===== src/rtl/rx_err_fifo_pkg.sv =====
package rx_err_fifo_pkg;

  typedef struct packed {
    logic brk;
    logic frm;
    logic par;
  } err_tag_t;

  function automatic logic tag_hit(err_tag_t t);
    return t.brk | t.frm | t.par;
  endfunction

endpackage


===== src/rtl/rx_fifo_store.sv =====
module rx_fifo_store
  import rx_err_fifo_pkg::*;
#(
  parameter int DATA_W = 8,
  parameter int DEPTH  = 16,
  localparam int PTR_W = (DEPTH > 1) ? $clog2(DEPTH) : 1,
  localparam int LVL_W = $clog2(DEPTH + 1)
) (
  input  logic              clk_i,
  input  logic              rst_ni,
  input  logic              flush_i,
  input  logic              wr_i,
  input  logic [DATA_W-1:0] wr_data_i,
  input  err_tag_t          wr_tag_i,
  input  logic              rd_i,
  output logic [DATA_W-1:0] rd_data_o,
  output err_tag_t          rd_tag_o,
  output logic [LVL_W-1:0]  level_o
);

  logic [PTR_W-1:0]  wr_ptr_q, rd_ptr_q;
  logic [LVL_W-1:0]  level_q;
  logic [DATA_W-1:0] data_q [DEPTH];
  err_tag_t          tag_q  [DEPTH];

  function automatic logic [PTR_W-1:0] ptr_inc(logic [PTR_W-1:0] p);
    return (p == PTR_W'(DEPTH - 1)) ? '0 : p + PTR_W'(1);
  endfunction

  for (genvar i = 0; i < DEPTH; i++) begin : g_slot
    always_ff @(posedge clk_i or negedge rst_ni) begin
      if (!rst_ni) begin
        data_q[i] <= '0;
        tag_q[i]  <= '0;
      end else if (flush_i) begin
        data_q[i] <= '0;
        tag_q[i]  <= '0;
      end else if (wr_i && wr_ptr_q == PTR_W'(i)) begin
        data_q[i] <= wr_data_i;
        tag_q[i]  <= wr_tag_i;
      end
    end
  end

  always_ff @(posedge clk_i or negedge rst_ni) begin
    if (!rst_ni) begin
      wr_ptr_q <= '0;
      rd_ptr_q <= '0;
      level_q  <= '0;
    end else if (flush_i) begin
      wr_ptr_q <= '0;
      rd_ptr_q <= '0;
      level_q  <= '0;
    end else begin
      if (wr_i) wr_ptr_q <= ptr_inc(wr_ptr_q);
      if (rd_i) rd_ptr_q <= ptr_inc(rd_ptr_q);
      case ({wr_i, rd_i})
        2'b10:   level_q <= level_q + LVL_W'(1);
        2'b01:   level_q <= level_q - LVL_W'(1);
        default: level_q <= level_q;
      endcase
    end
  end

  assign rd_data_o = data_q[rd_ptr_q];
  assign rd_tag_o  = tag_q[rd_ptr_q];
  assign level_o   = level_q;

  AST_LEVEL_BOUND: assert property (@(posedge clk_i) disable iff (!rst_ni)
    level_q <= LVL_W'(DEPTH));
  AST_NO_OVERFLOW: assert property (@(posedge clk_i) disable iff (!rst_ni)
    (level_q == LVL_W'(DEPTH)) |-> !(wr_i && !rd_i));
  AST_NO_UNDERRUN: assert property (@(posedge clk_i) disable iff (!rst_ni)
    (level_q == '0) |-> !rd_i);

endmodule


===== src/rtl/rx_err_counter.sv =====
module rx_err_counter #(
  parameter int DEPTH = 16,
  localparam int CNT_W = $clog2(DEPTH + 1)
) (
  input  logic             clk_i,
  input  logic             rst_ni,
  input  logic             flush_i,
  input  logic             inc_i,
  input  logic             dec_i,
  output logic [CNT_W-1:0] cnt_o,
  output logic             any_o
);

  logic [CNT_W-1:0] cnt_q;

  always_ff @(posedge clk_i or negedge rst_ni) begin
    if (!rst_ni)       cnt_q <= '0;
    else if (flush_i)  cnt_q <= '0;
    else begin
      case ({inc_i, dec_i})
        2'b10:   cnt_q <= cnt_q + CNT_W'(1);
        2'b01:   cnt_q <= cnt_q - CNT_W'(1);
        default: cnt_q <= cnt_q;
      endcase
    end
  end

  assign cnt_o = cnt_q;
  assign any_o = (cnt_q != '0);

  AST_CNT_NO_UNDERFLOW: assert property (@(posedge clk_i) disable iff (!rst_ni)
    (cnt_q == '0) |-> !(dec_i && !inc_i));
  AST_CNT_NO_WRAP: assert property (@(posedge clk_i) disable iff (!rst_ni)
    (cnt_q == CNT_W'(DEPTH)) |-> !(inc_i && !dec_i));
  AST_FLUSH_CNT: assert property (@(posedge clk_i) disable iff (!rst_ni)
    flush_i |=> (cnt_q == '0));

endmodule


===== src/rtl/rx_ovr_flag.sv =====
module rx_ovr_flag (
  input  logic clk_i,
  input  logic rst_ni,
  input  logic set_i,
  input  logic clr_i,
  output logic flag_o
);

  logic flag_q;

  always_ff @(posedge clk_i or negedge rst_ni) begin
    if (!rst_ni)     flag_q <= 1'b0;
    else if (set_i)  flag_q <= 1'b1;  // set wins over clear
    else if (clr_i)  flag_q <= 1'b0;
  end

  assign flag_o = flag_q;

  AST_OVR_SET: assert property (@(posedge clk_i) disable iff (!rst_ni)
    set_i |=> flag_q);
  AST_OVR_STICKY: assert property (@(posedge clk_i) disable iff (!rst_ni)
    (flag_q && !clr_i) |=> flag_q);

endmodule


===== src/rtl/rx_err_fifo.sv =====
module rx_err_fifo
  import rx_err_fifo_pkg::*;
#(
  parameter int DATA_W = 8,
  parameter int DEPTH  = 16,
  localparam int LVL_W = $clog2(DEPTH + 1)
) (
  input  logic              clk_i,
  input  logic              rst_ni,
  input  logic              flush_i,
  input  logic              push_i,
  input  logic [DATA_W-1:0] push_data_i,
  input  logic              push_par_i,
  input  logic              push_frm_i,
  input  logic              push_brk_i,
  input  logic              pop_i,
  input  logic              stat_rd_i,
  output logic [DATA_W-1:0] head_data_o,
  output logic              head_par_o,
  output logic              head_frm_o,
  output logic              head_brk_o,
  output logic              empty_o,
  output logic              full_o,
  output logic [LVL_W-1:0]  level_o,
  output logic              err_any_o,
  output logic              overrun_o
);

  err_tag_t          push_tag, head_tag;
  logic [LVL_W-1:0]  level;
  logic [LVL_W-1:0]  err_cnt;
  logic              full, empty;
  logic              wr_ok, rd_ok, ovr_set;

  assign push_tag = '{brk: push_brk_i, frm: push_frm_i, par: push_par_i};
  assign full     = (level == LVL_W'(DEPTH));
  assign empty    = (level == '0);
  // full check ignores same-cycle pop: a push at full is always discarded
  assign wr_ok    = push_i && !full && !flush_i;
  assign rd_ok    = pop_i && !empty && !flush_i;
  assign ovr_set  = push_i && full && !flush_i;

  rx_fifo_store #(
    .DATA_W (DATA_W),
    .DEPTH  (DEPTH)
  ) i_store (
    .clk_i     (clk_i),
    .rst_ni    (rst_ni),
    .flush_i   (flush_i),
    .wr_i      (wr_ok),
    .wr_data_i (push_data_i),
    .wr_tag_i  (push_tag),
    .rd_i      (rd_ok),
    .rd_data_o (head_data_o),
    .rd_tag_o  (head_tag),
    .level_o   (level)
  );

  rx_err_counter #(
    .DEPTH (DEPTH)
  ) i_err_cnt (
    .clk_i   (clk_i),
    .rst_ni  (rst_ni),
    .flush_i (flush_i),
    .inc_i   (wr_ok && tag_hit(push_tag)),
    .dec_i   (rd_ok && tag_hit(head_tag)),
    .cnt_o   (err_cnt),
    .any_o   (err_any_o)
  );

  rx_ovr_flag i_ovr (
    .clk_i  (clk_i),
    .rst_ni (rst_ni),
    .set_i  (ovr_set),
    .clr_i  (stat_rd_i),
    .flag_o (overrun_o)
  );

  assign head_par_o = head_tag.par;
  assign head_frm_o = head_tag.frm;
  assign head_brk_o = head_tag.brk;
  assign empty_o    = empty;
  assign full_o     = full;
  assign level_o    = level;

  AST_ERR_LE_LEVEL: assert property (@(posedge clk_i) disable iff (!rst_ni)
    err_cnt <= level);
  AST_EMPTY_CLEAN: assert property (@(posedge clk_i) disable iff (!rst_ni)
    empty |-> !err_any_o);
  AST_HEAD_ERR_FLAG: assert property (@(posedge clk_i) disable iff (!rst_ni)
    (!empty && tag_hit(head_tag)) |-> err_any_o);
  AST_FLUSH_EMPTIES: assert property (@(posedge clk_i) disable iff (!rst_ni)
    flush_i |=> (empty && !err_any_o));
  AST_PUSH_POP_LEVEL: assert property (@(posedge clk_i) disable iff (!rst_ni)
    (wr_ok && rd_ok) |=> $stable(level));

endmodule


===== config.mk =====
export PLATFORM = sky130hd
export DESIGN_NAME = rx_err_fifo
export DESIGN_NICKNAME = d
export VERILOG_FILES = /design/src/rtl/rx_err_fifo_pkg.sv /design/src/rtl/rx_fifo_store.sv /design/src/rtl/rx_err_counter.sv /design/src/rtl/rx_ovr_flag.sv /design/src/rtl/rx_err_fifo.sv
export SDC_FILE = /design/constraint.sdc
export NUM_CORES = 1
export LEC_CHECK = 0
export BUFFER_PORTS_ARGS = -buffer_cell sky130_fd_sc_hd__clkbuf_2
export CAP_MARGIN = 20
export CORE_UTILIZATION = 58
export CTS_BUF_LIST = sky130_fd_sc_hd__clkbuf_8
export DETAILED_ROUTE_END_ITERATION = 8
export GPL_TIMING_DRIVEN = 0
export PLACE_DENSITY_LB_ADDON = 0.1
export SLEW_MARGIN = 20
export SYNTH_ARGS = -nofsm -noshare
export SYNTH_HDL_FRONTEND = slang
export SYNTH_SLANG_ARGS = --single-unit

===== constraint.sdc =====
create_clock -name clk_i -period 3.1 [get_ports clk_i]
set_input_delay 0.465 -clock clk_i [delete_from_list [all_inputs] [get_ports clk_i]]
set_output_delay 0.465 -clock clk_i [all_outputs]
set_load 0.005 [all_outputs]

==> flow_summary.yaml, run 1 <==
run_status:
  status: "finished, violations left"
  violations: "negative setup slack"
final_layout:
  nets: 1101
  fillers: 1333
  multiInputGateArea_sq_um: 4860
  finalNonFillerCells: 1303
  area_growth_pct: 13.8
  drive_gt1_share_pct: 16.0
  fin_area_sq_um: 11400
  diodes: 0
  seq_area_sq_um: 4880
setup_path:
  worstSetupEndpointType: "flip-flop"
  arrival_ns: 3.61
  crit_chain: "buf_12 > buf_12 > mux4_2 > nand3_2 > nand3_4 > nor3_2 > or4_4 > fa_2 > nor2b_4 > o21a_1 > nor3_2 > or4b_4 > o211ai_1"
  critPathMaxFanout: 4
  critical_path_required_ns: 3.50
  crit_slowest_cell: "or4b_4"
  start_kind: "flip-flop"
  cpPeakStageDelay_ns: 0.48
  crit_type: "flip-flop to flip-flop"
timing:
  post-route-period-util_pct: 104
  finClkSkew_ns: 0.0181
  worst_pin_slew_ns: 1.11
  max_freq_ghz: 0.311
  slew_violations: 0
  slew_headroom_pct: 25.7
  hold_violations: 0
  layout_setup_ws_ns: -0.115
  period_minus_slack_ns: 3.21
  finalSetupViolations: 1
  hold_slack_ns: 0.286
  rsz0062_at_grt: "yes"
placement:
  io_buffers: 28
  gp_congestion: 0.931
  dpl_cell_area_sq_um: 10500
  dp.cells: 1257
  hpwl_um: 20700
detailed_routing:
  via_per_inst: 6.31
  vias: 8227
  ant_nets: 0
  dr.pass1.iters: 5
  wirelength_um: 29400
  wire_per_inst_um: 22.5
  drt_iter0_drc: 843
  drc: 0
clocking:
  cts_buffer_depth: 2
  cts.sinks: 195
  cts_root_buffer: "clkbuf_8"
  cts_made_buffers: 17
  cts_htree_levels: 4
  tritoncts: "built"
  clkTransAtPathRegs_ns: 0.10
  clock_latency_ns: 0.48
synth:
  synthFlopType: "dfrtp_1"
  synthCells: 1007
  syn-cell-area_sq_um: 9980
  yosys.cell_types.count: 51
  synth-seq-area-share_pct: 48.9
  ys_async_sr_fraction_pct: 100
  synth.ff_latch_count: 195
  synth_edf_count: 0
  yosysWarningCount: 0
  avgSynthCellArea_sq_um: 9.91
  syn-num-nets: 1037
global_route:
  grt_max_degree: 89
  grt_first_pass_wirelength_um: 46200
  track_usage_pct: 34.9
  grt_pass1_vias: 8086
  antenna_found_initial: 0
  overflow: 0
pwr:
  p_int_mw: 4.23
  pwr-share-comb_pct: 28.1
  p_clk_share_pct: 27.4
  peakVddDrop_uv: 440
  seq_power_share_pct: 44.5
  power_density_nw_per_um2: 545
  p_sw_mw: 1.97
  p_sw_share_pct: 31.8
  p_leak_nw: 4.73
worst_hold_path:
  hp-class: "primary input to flip-flop"
floorplan:
  io-pin-count: 37
  die_w_um: 133
  core_sq_um: 16700
  die_height_um: 133
  die_area_sq_um: 17700
  start_util_pct: 59.7
  rows: 47
job:
  cap_violations: 0
[stage by stage]
step,power [mW],util (%),setup slack (ns),setup TNS [ns]
after floorplan,3.68,-,-0.00672,-0.00672
after global placement,4.12,62.4,-2.23,-431.96
after detailed placement,4.14,62.8,-0.338,-1.51
after CTS,6.04,67.1,-0.0814,-0.145
after global routing,6.42,68.0,-0.232,-0.336
final,6.19,68.0,-0.115,-0.115
[worst paths after layout]
path	startpoint	end	slack, ns	cells after the start
setup / recovery	i_store.rd_ptr_q[0]	i_err_cnt.cnt_o[4]	-0.11	13
hold / removal	stat_rd_i	i_ovr.flag_o	0.29	3
setup reg to reg	i_store.rd_ptr_q[0]	i_err_cnt.cnt_o[4]	-0.11	13
hold reg to reg	i_store.data_q[111]	i_store.data_q[111]	0.52	2
max in group asynchronous	rst_ni	i_store.level_o[0]	1.51	4
min in group asynchronous	rst_ni	i_store.tag_q[27]	0.41	2
[power by group through the flow]
stage                     Clock (mW)  Combinational (mW)  Sequential [mW]
after global placement             0                1.35             2.76
after detailed placement           0                1.37             2.76
after floorplan                    0               0.939             2.74
after CTS                       1.70                1.60             2.74
final                           1.70                1.74             2.75
after global routing            1.79                1.86             2.77
[area by class of cell]
cell class                 count  share of cell area (%)
tap                          220                    2.42
clock buffer                  21                    2.55
sequential                   195                    43.0
inverter                      23                   0.782
clock inverter                10                   0.948
buffer                        87                    3.87
timing repair buffer          47                    3.57
multi-input combinational    700                    42.8
[kinds of logic after synthesis]
kind of cell | share of synthesized area (%)
compound gates | 13.0
xor+xnor | 0.777
fa+ha+maj | 1.78
buf+inv | 4.45
flops | 48.9
mux | 11.6
simple gates | 19.5
[cell usage after synthesis, types with 11 or more instances]
cell type  instances  area, sq um
nand2_1          129          484
nor2b_1           11         68.8
inv_1             22         82.6
nor2_1            38          143
dfrtp_1          195         4880
a21oi_1           74          370
o21ai_0          127          636
nand2b_1          31          194
clkbuf_1          72          270
nand3_1           49          245
ha_1              11          138
mux4_2            25          563
mux2i_1           41          410
nand3b_1          82          616
[state kept, by name, summed over array words and instances, names as in the netlist]
signal and flops:
i_store.data_q 128, i_store.level_o 5, i_ovr.flag_o 1, i_store.rd_ptr_q 4
i_err_cnt.cnt_o 5, i_store.tag_q 48, i_store.wr_ptr_q 4
[critical path: cells and delay by family, from the launching register on]
family / cells / cell delay [ns]
adders and majority gates: 1 / 0.38
AOI/OAI and AO/OA: 2 / 0.25
DFF: 1 / 0.46
and+or+nand+nor: 7 / 1.35
muxes: 1 / 0.38
buffers and inverters: 2 / 0.28
[repair_timing]
action	CTS	global route
buffers inserted	11	4
hold buffers	1	0
resized for setup	50	34
endpoints found under the setup margin	12	40
cloned	1	1
hold endpoints to repair	24	0
pin swaps	8	13
[cell usage in the layout (no fill, tap or decap), types with 3 or more instances in the layout]
master | netlist | final
clkbuf_2 | 0 | 32
mux2i_1 | 41 | 36
a21o_1 | 3 | 3
nand3_2 | 3 | 3
mux2i_2 | 0 | 4
xnor2_1 | 4 | 4
mux4_2 | 25 | 26
nor4_1 | 4 | 3
inv_1 | 22 | 24
a21oi_2 | 0 | 9
nand2b_1 | 31 | 31
mux2_2 | 5 | 5
dfrtp_1 | 195 | 191
clkbuf_8 | 0 | 22
a21oi_1 | 74 | 65
nand3b_1 | 82 | 82
buf_12 | 0 | 8
a22oi_1 | 9 | 8
nor2_1 | 38 | 38
buf_4 | 0 | 12
nor3_1 | 8 | 6
o21ai_0 | 127 | 122
nand3_1 | 49 | 48
buf_1 | 8 | 6
clkinvlp_4 | 0 | 3
a22oi_2 | 2 | 3
xor2_1 | 3 | 3
dfrtp_2 | 0 | 4
mux2_1 | 4 | 3
nor2b_1 | 11 | 10
clkbuf_1 | 72 | 63
o21ai_1 | 1 | 5
nand2_1 | 129 | 129
buf_2 | 7 | 3
a221oi_2 | 0 | 7
ha_1 | 11 | 10
[metal layers]
metal | routed length [um] | GRT usage [%]
met1 | 12500 | 48.7
met2 | 13600 | 54.2
met3 | 2520 | 8.26
met4 | 766 | 11.7
met5 | 0 | 0
No activity file was read; power rests on OpenSTA's default activity.
==> run 2: changes to the inputs <==
==> constraint.sdc (replaced) <==
create_clock -name clk_i -period 3.1 [get_ports clk_i]
set_input_delay 0.155 -clock clk_i [delete_from_list [all_inputs] [get_ports clk_i]]
set_output_delay 0.155 -clock clk_i [all_outputs]
set_load 0.005 [all_outputs]
==> flow_summary.yaml, run 2 (synthesis results as in run 1) <==
job:
  cap_violations: 0
clocking:
  tritoncts: "built"
  cts_htree_levels: 4
  cts.sinks: 195
  cts_buffer_depth: 2
  clkTransAtPathRegs_ns: 0.10
  cts_root_buffer: "clkbuf_8"
  cts_made_buffers: 17
  clock_latency_ns: 0.48
setup_path:
  worstSetupEndpointType: "flip-flop"
  cp_top_family: "simple AND/OR/NAND/NOR gates"
  start_kind: "flip-flop"
  critical_path_required_ns: 3.50
  crit_type: "flip-flop to flip-flop"
  critPathMaxFanout: 5
  cpPeakStageDelay_ns: 0.48
  arrival_ns: 3.65
  timing.rr.end: "i_err_cnt.cnt_o[4]"
  r2r_start: "i_store.rd_ptr_q[0]"
  ff2ff_path_depth: 13
  crit_chain: "buf_12 > buf_12 > mux4_2 > nand3_2 > nand3_4 > nor3_4 > or4_4 > fa_2 > nor2b_2 > o21a_1 > nor3_2 > or4b_4 > o211ai_1"
  crit_slowest_cell: "or4b_4"
  crit_start: "i_store.rd_ptr_q[0]"
  cp_common_cell: "buf_12"
  r2r_setup_slack_ns: -0.15
  path_buf_inv: 2
floorplan:
  core_sq_um: 16700
  start_util_pct: 59.7
  die_w_um: 133
  rows: 47
  die_height_um: 133
  io-pin-count: 37
  die_area_sq_um: 17700
timing:
  max_freq_ghz: 0.307
  hold_violations: 0
  post-route-period-util_pct: 105
  finalSetupViolations: 1
  period_minus_slack_ns: 3.25
  layout_setup_ws_ns: -0.154
  slew_headroom_pct: 30.2
  slew_violations: 0
  worst_pin_slew_ns: 1.04
  finClkSkew_ns: 0.0171
  setup_tns_ns: -0.154
  rsz0062_at_grt: "yes"
final_layout:
  diodes: 0
  drive_gt1_share_pct: 13.8
  largest_register_ffs: 128
  final_cell_mix: "191 x dfrtp_1, 129 x nand2_1, 125 x o21ai_0, 82 x nand3b_1, 71 x a21oi_1"
  area_growth_pct: 11.8
  reg_top3: "i_store.data_q (128), i_store.tag_q (48)"
  final_common_cell: "dfrtp_1"
  nets: 1096
  top_register: "i_store.data_q"
worst_hold_path:
  hold_path_end: "i_ovr.flag_o"
  min_path_cells: 3
  hp-class: "primary input to flip-flop"
  hold_path.startpoint: "push_i"
detailed_routing:
  wire_per_inst_um: 22.4
  drt_iter0_drc: 947
  dr.pass1.iters: 6
  wirelength_um: 29100
  via_per_inst: 6.24
  vias: 8096
  ant_nets: 0
  drc: 0
global_route:
  grt_first_pass_wirelength_um: 46400
  grt_max_degree: 89
  track_usage_pct: 35.2
  antenna_found_initial: 0
  grt_pass1_vias: 8135
  overflow: 0
pwr:
  peakVddDrop_uv: 440
  power.total_mw: 6.05
  power_density_nw_per_um2: 542
  p_leak_nw: 4.67
placement:
  hpwl_um: 20700
  io_buffers: 28
  pre_cts_ws_ns: -0.338
  gp_congestion: 0.931
run_status:
  violations: "negative setup slack"
  status: "finished, violations left"
## run 2: cell type report
cell class                      count  area (sq um)
Fill cell                        1354          5550
Sequential cell                   195          4880
Multi-Input combinational cell    700          4780
Buffer                             86           377
Timing Repair Buffer               43           357
Clock buffer                       21           289
Tap cell                          220           275
Clock inverter                     10           108
Inverter                           23          88.8
## run 2: per-layer routing
layer	GRT usage, %	share of wire (%)
met5	0	0
met4	11.6	2.5
met3	9.74	8.5
met2	54.8	46
met1	48.0	43
## run 2: power by group
group          leakage [nW]  internal, mW  total (mW)  switching (mW)
Combinational          1.76         0.709        1.60           0.888
Clock                 0.204         0.791        1.70           0.908
Sequential             2.71          2.63        2.75           0.121
## run 2: worst max path at each step
stage          slack [ns]  cells past startpoint                  to
6_report            -0.15                     13  i_err_cnt.cnt_o[4]
5_1_grt             -0.25                     13  i_err_cnt.cnt_o[4]
4_1_cts             -0.09                     13  i_err_cnt.cnt_o[4]
3_5_place_dp        -0.34                     13  i_err_cnt.cnt_o[4]
3_3_place_gp        -1.92                      1  i_store.data_q[22]
2_1_floorplan      -0.007                     13  i_err_cnt.cnt_o[4]
## run 2: stage by stage
step	instance area (sq um)	hold slack, ns	utilization [%]	std cells
2_1_floorplan	10000	-0.141	-	1007
3_3_place_gp	10400	0.433	62.4	1255
3_5_place_dp	10500	0.0496	62.8	1257
4_1_cts	11100	0.0215	66.6	1300
5_1_grt	11200	0.0743	66.8	1298
6_report	11200	0.0727	66.8	1298
## run 2: worst min-delay path, stage by stage
cell and delay (ns):
clkbuf_2 0.10, inv_1 0.14, o41ai_1 0.12
## run 2: timing repair
action                                  CTS  global route
endpoints found under the setup margin   12            39
pin swaps                                 7             7
buffers inserted                          9             1
hold buffers                              2             0
resized for setup                        25            18
gates cloned                              2             0
endpoints found under the hold margin   108             0
==> run 3: changes to the inputs <==
Settings changed: SYNTH_HIERARCHICAL set to 1.
==> flow_summary.yaml, run 3 <==
timing:
  slew_headroom_pct: 47.6
  hold_slack_ns: 0.0625
  worst_pin_slew_ns: 0.786
  slew_violations: 0
  post-route-period-util_pct: 105
  layout_setup_ws_ns: -0.147
  finClkSkew_ns: 0.0232
  rsz0062_at_grt: "yes"
  max_freq_ghz: 0.308
  period_minus_slack_ns: 3.25
  hold_violations: 0
  setup_tns_ns: -0.252
  finalSetupViolations: 2
final_layout:
  multiInputGateArea_sq_um: 4520
  final_cell_mix: "376 x nand2_1, 194 x dfrtp_1, 186 x a21oi_1, 43 x clkbuf_1, 42 x buf_2"
  diodes: 0
  nets: 1160
  seq_area_sq_um: 4880
  area_growth_pct: 12.2
  drive_gt1_share_pct: 17.1
  largest_register_ffs: 128
  final_common_cell: "nand2_1"
  reg_top3: "i_store/data_q (128), i_store/tag_q (48)"
  fillers: 1383
  top_register: "i_store/data_q"
synth:
  synth.ff_latch_count: 195
  synth-seq-area-share_pct: 49.6
  synth_commonest_cells: "379 x nand2_1, 195 x dfrtp_1, 187 x a21oi_1, 48 x buf_2, 45 x clkbuf_1"
  yosys.area.top_type: "dfrtp_1"
  synth.most_common_cell: "nand2_1"
  yosys.cell_types.count: 42
  syn-num-nets: 1091
  yosys-top-cells-area: "dfrtp_1 50%, nand2_1 14%, a21oi_1 9.5%"
  yosysWarningCount: 6
  synth_edf_count: 0
  avgSynthCellArea_sq_um: 9.23
  syn-cell-area_sq_um: 9830
  ys_async_sr_fraction_pct: 100
  synthCells: 1065
  synth.top_cell.area_share_pct: 49.6
  synthFlopType: "dfrtp_1"
job:
  cap_violations: 0
setup_path:
  cpPeakStageDelay_ns: 0.52
  critPathMaxFanout: 7
  crit_slowest_cell: "mux4_2"
  critical_path_required_ns: 3.50
  start_kind: "flip-flop"
  crit_chain: "buf_12 > mux4_2 > a22oi_2 > nand2_2 > nor3_4 > a211oi_2 > nor2b_4 > xor2_1 > ha_2 > a31o_2 > a32oi_2 > xnor2_1 > nor2b_2"
  worstSetupEndpointType: "flip-flop"
  arrival_ns: 3.65
  crit_type: "flip-flop to flip-flop"
clocking:
  cts_htree_levels: 4
  tritoncts: "built"
  cts.sinks: 195
  cts_made_buffers: 17
  cts_root_buffer: "clkbuf_8"
  clock_latency_ns: 0.47
  clkTransAtPathRegs_ns: 0.09
  cts_buffer_depth: 2
global_route:
  track_usage_pct: 35.2
  grt_pass1_vias: 7875
  antenna_found_initial: 0
  grt_first_pass_wirelength_um: 45600
  overflow: 0
  grt_max_degree: 90
placement:
  gp_congestion: 1.01
  io_buffers: 28
  hpwl_um: 19900
pwr:
  p_leak_nw: 4.59
  power.total_mw: 5.25
  peakVddDrop_uv: 330
  power_density_nw_per_um2: 477
floorplan:
  rows: 47
  die_area_sq_um: 17500
  core_sq_um: 16600
  die_height_um: 132
  io-pin-count: 37
  die_w_um: 132
  start_util_pct: 59.3
detailed_routing:
  dr.pass1.iters: 7
  vias: 8199
  wirelength_um: 29300
  wire_per_inst_um: 21.5
  drc: 0
  drt_iter0_drc: 824
  ant_nets: 0
  via_per_inst: 6.00
worst_hold_path:
  hp-class: "primary input to flip-flop"
run_status:
  violations: "negative setup slack"
  status: "finished, violations left"
run 3: stage by stage:
stage          utilization, %  cells  setup slack (ns)  area [sq um]
2_1_floorplan               -   1065            0.0137          9830
3_3_place_gp             61.8   1313             -1.98         10200
3_5_place_dp             62.2   1315            -0.774         10300
4_1_cts                  66.0   1362            -0.118         11000
5_1_grt                  66.5   1367            -0.241         11000
6_report                 66.5   1367            -0.147         11000
run 3: worst paths after layout:
kind / start / to / slack [ns] / cells past startpoint
max: i_store/rd_ptr_q[0] / i_err_cnt/cnt_o[4] / -0.15 / 13
min: push_data_i[0] / i_store/data_q[56] / 0.06 / 3
max reg2reg: i_store/rd_ptr_q[0] / i_err_cnt/cnt_o[4] / -0.15 / 13
min reg2reg: i_ovr/flag_o / i_ovr/flag_o / 0.50 / 1
max in group asynchronous: rst_ni / i_store/data_q[89] / 1.79 / 4
min in group asynchronous: rst_ni / i_err_cnt/cnt_o[4] / 0.19 / 2
run 3: critical path: cells and delay by family (launching register included):
family | cells | cell delay, ns
AO/OA/AOI/OAI | 4 | 0.80
XOR/XNOR | 2 | 0.31
adder cells (fa/ha/maj) | 1 | 0.20
buffers and inverters | 1 | 0.16
flip-flops | 1 | 0.45
multiplexers | 1 | 0.52
AND/OR/NAND/NOR | 4 | 0.73
run 3: timing repair:
item | CTS | global route
setup endpoints to repair | 5 | 4
hold buffers | 3 | 2
resized for setup | 33 | 9
endpoints found under the hold margin | 63 | 2
pin swaps | 9 | 8
buffers inserted | 13 | 3
run 3: area by class of cell:
cell class              count  share of cell area [%]
plain buffers              98                    4.80
clock inverters            13                    1.42
inverters                   8                   0.272
flip-flops and latches    195                    44.3
well taps                 220                    2.50
clock buffers              19                    2.37
multi-input cells         763                    41.0
repair buffers             51                    3.39
run 3: kinds of logic (layout without fill, tap and decap cells):
family                     after synthesis  count (layout)  synth area share (%)
and+or+nand+nor                        463             463                  19.0
DFF                                    195             195                  49.6
muxes                                   48              48                  10.9
buffers and inverters                  107             189                  5.21
adders and majority gates                9               9                  1.15
xor gates and xnor gates                11              11                 0.980
AOI/OAI and AO/OA                      232             232                  13.1
run 3: routing by layer:
metal	up-vias	GRT usage, %	wire length, um
met2	380	54.3	13900
met5	-	0	0
met3	57	8.80	2580
li1	3720	-	-
met4	0	12.6	817
met1	4042	48.7	12000
run 3: power by group:
part           leakage (nW)  internal [mW]  switching (mW)
clock network         0.217          0.840           0.908
logic                  1.66          0.366           0.497
registers              2.72           2.58          0.0592
total                  4.59           3.79            1.46
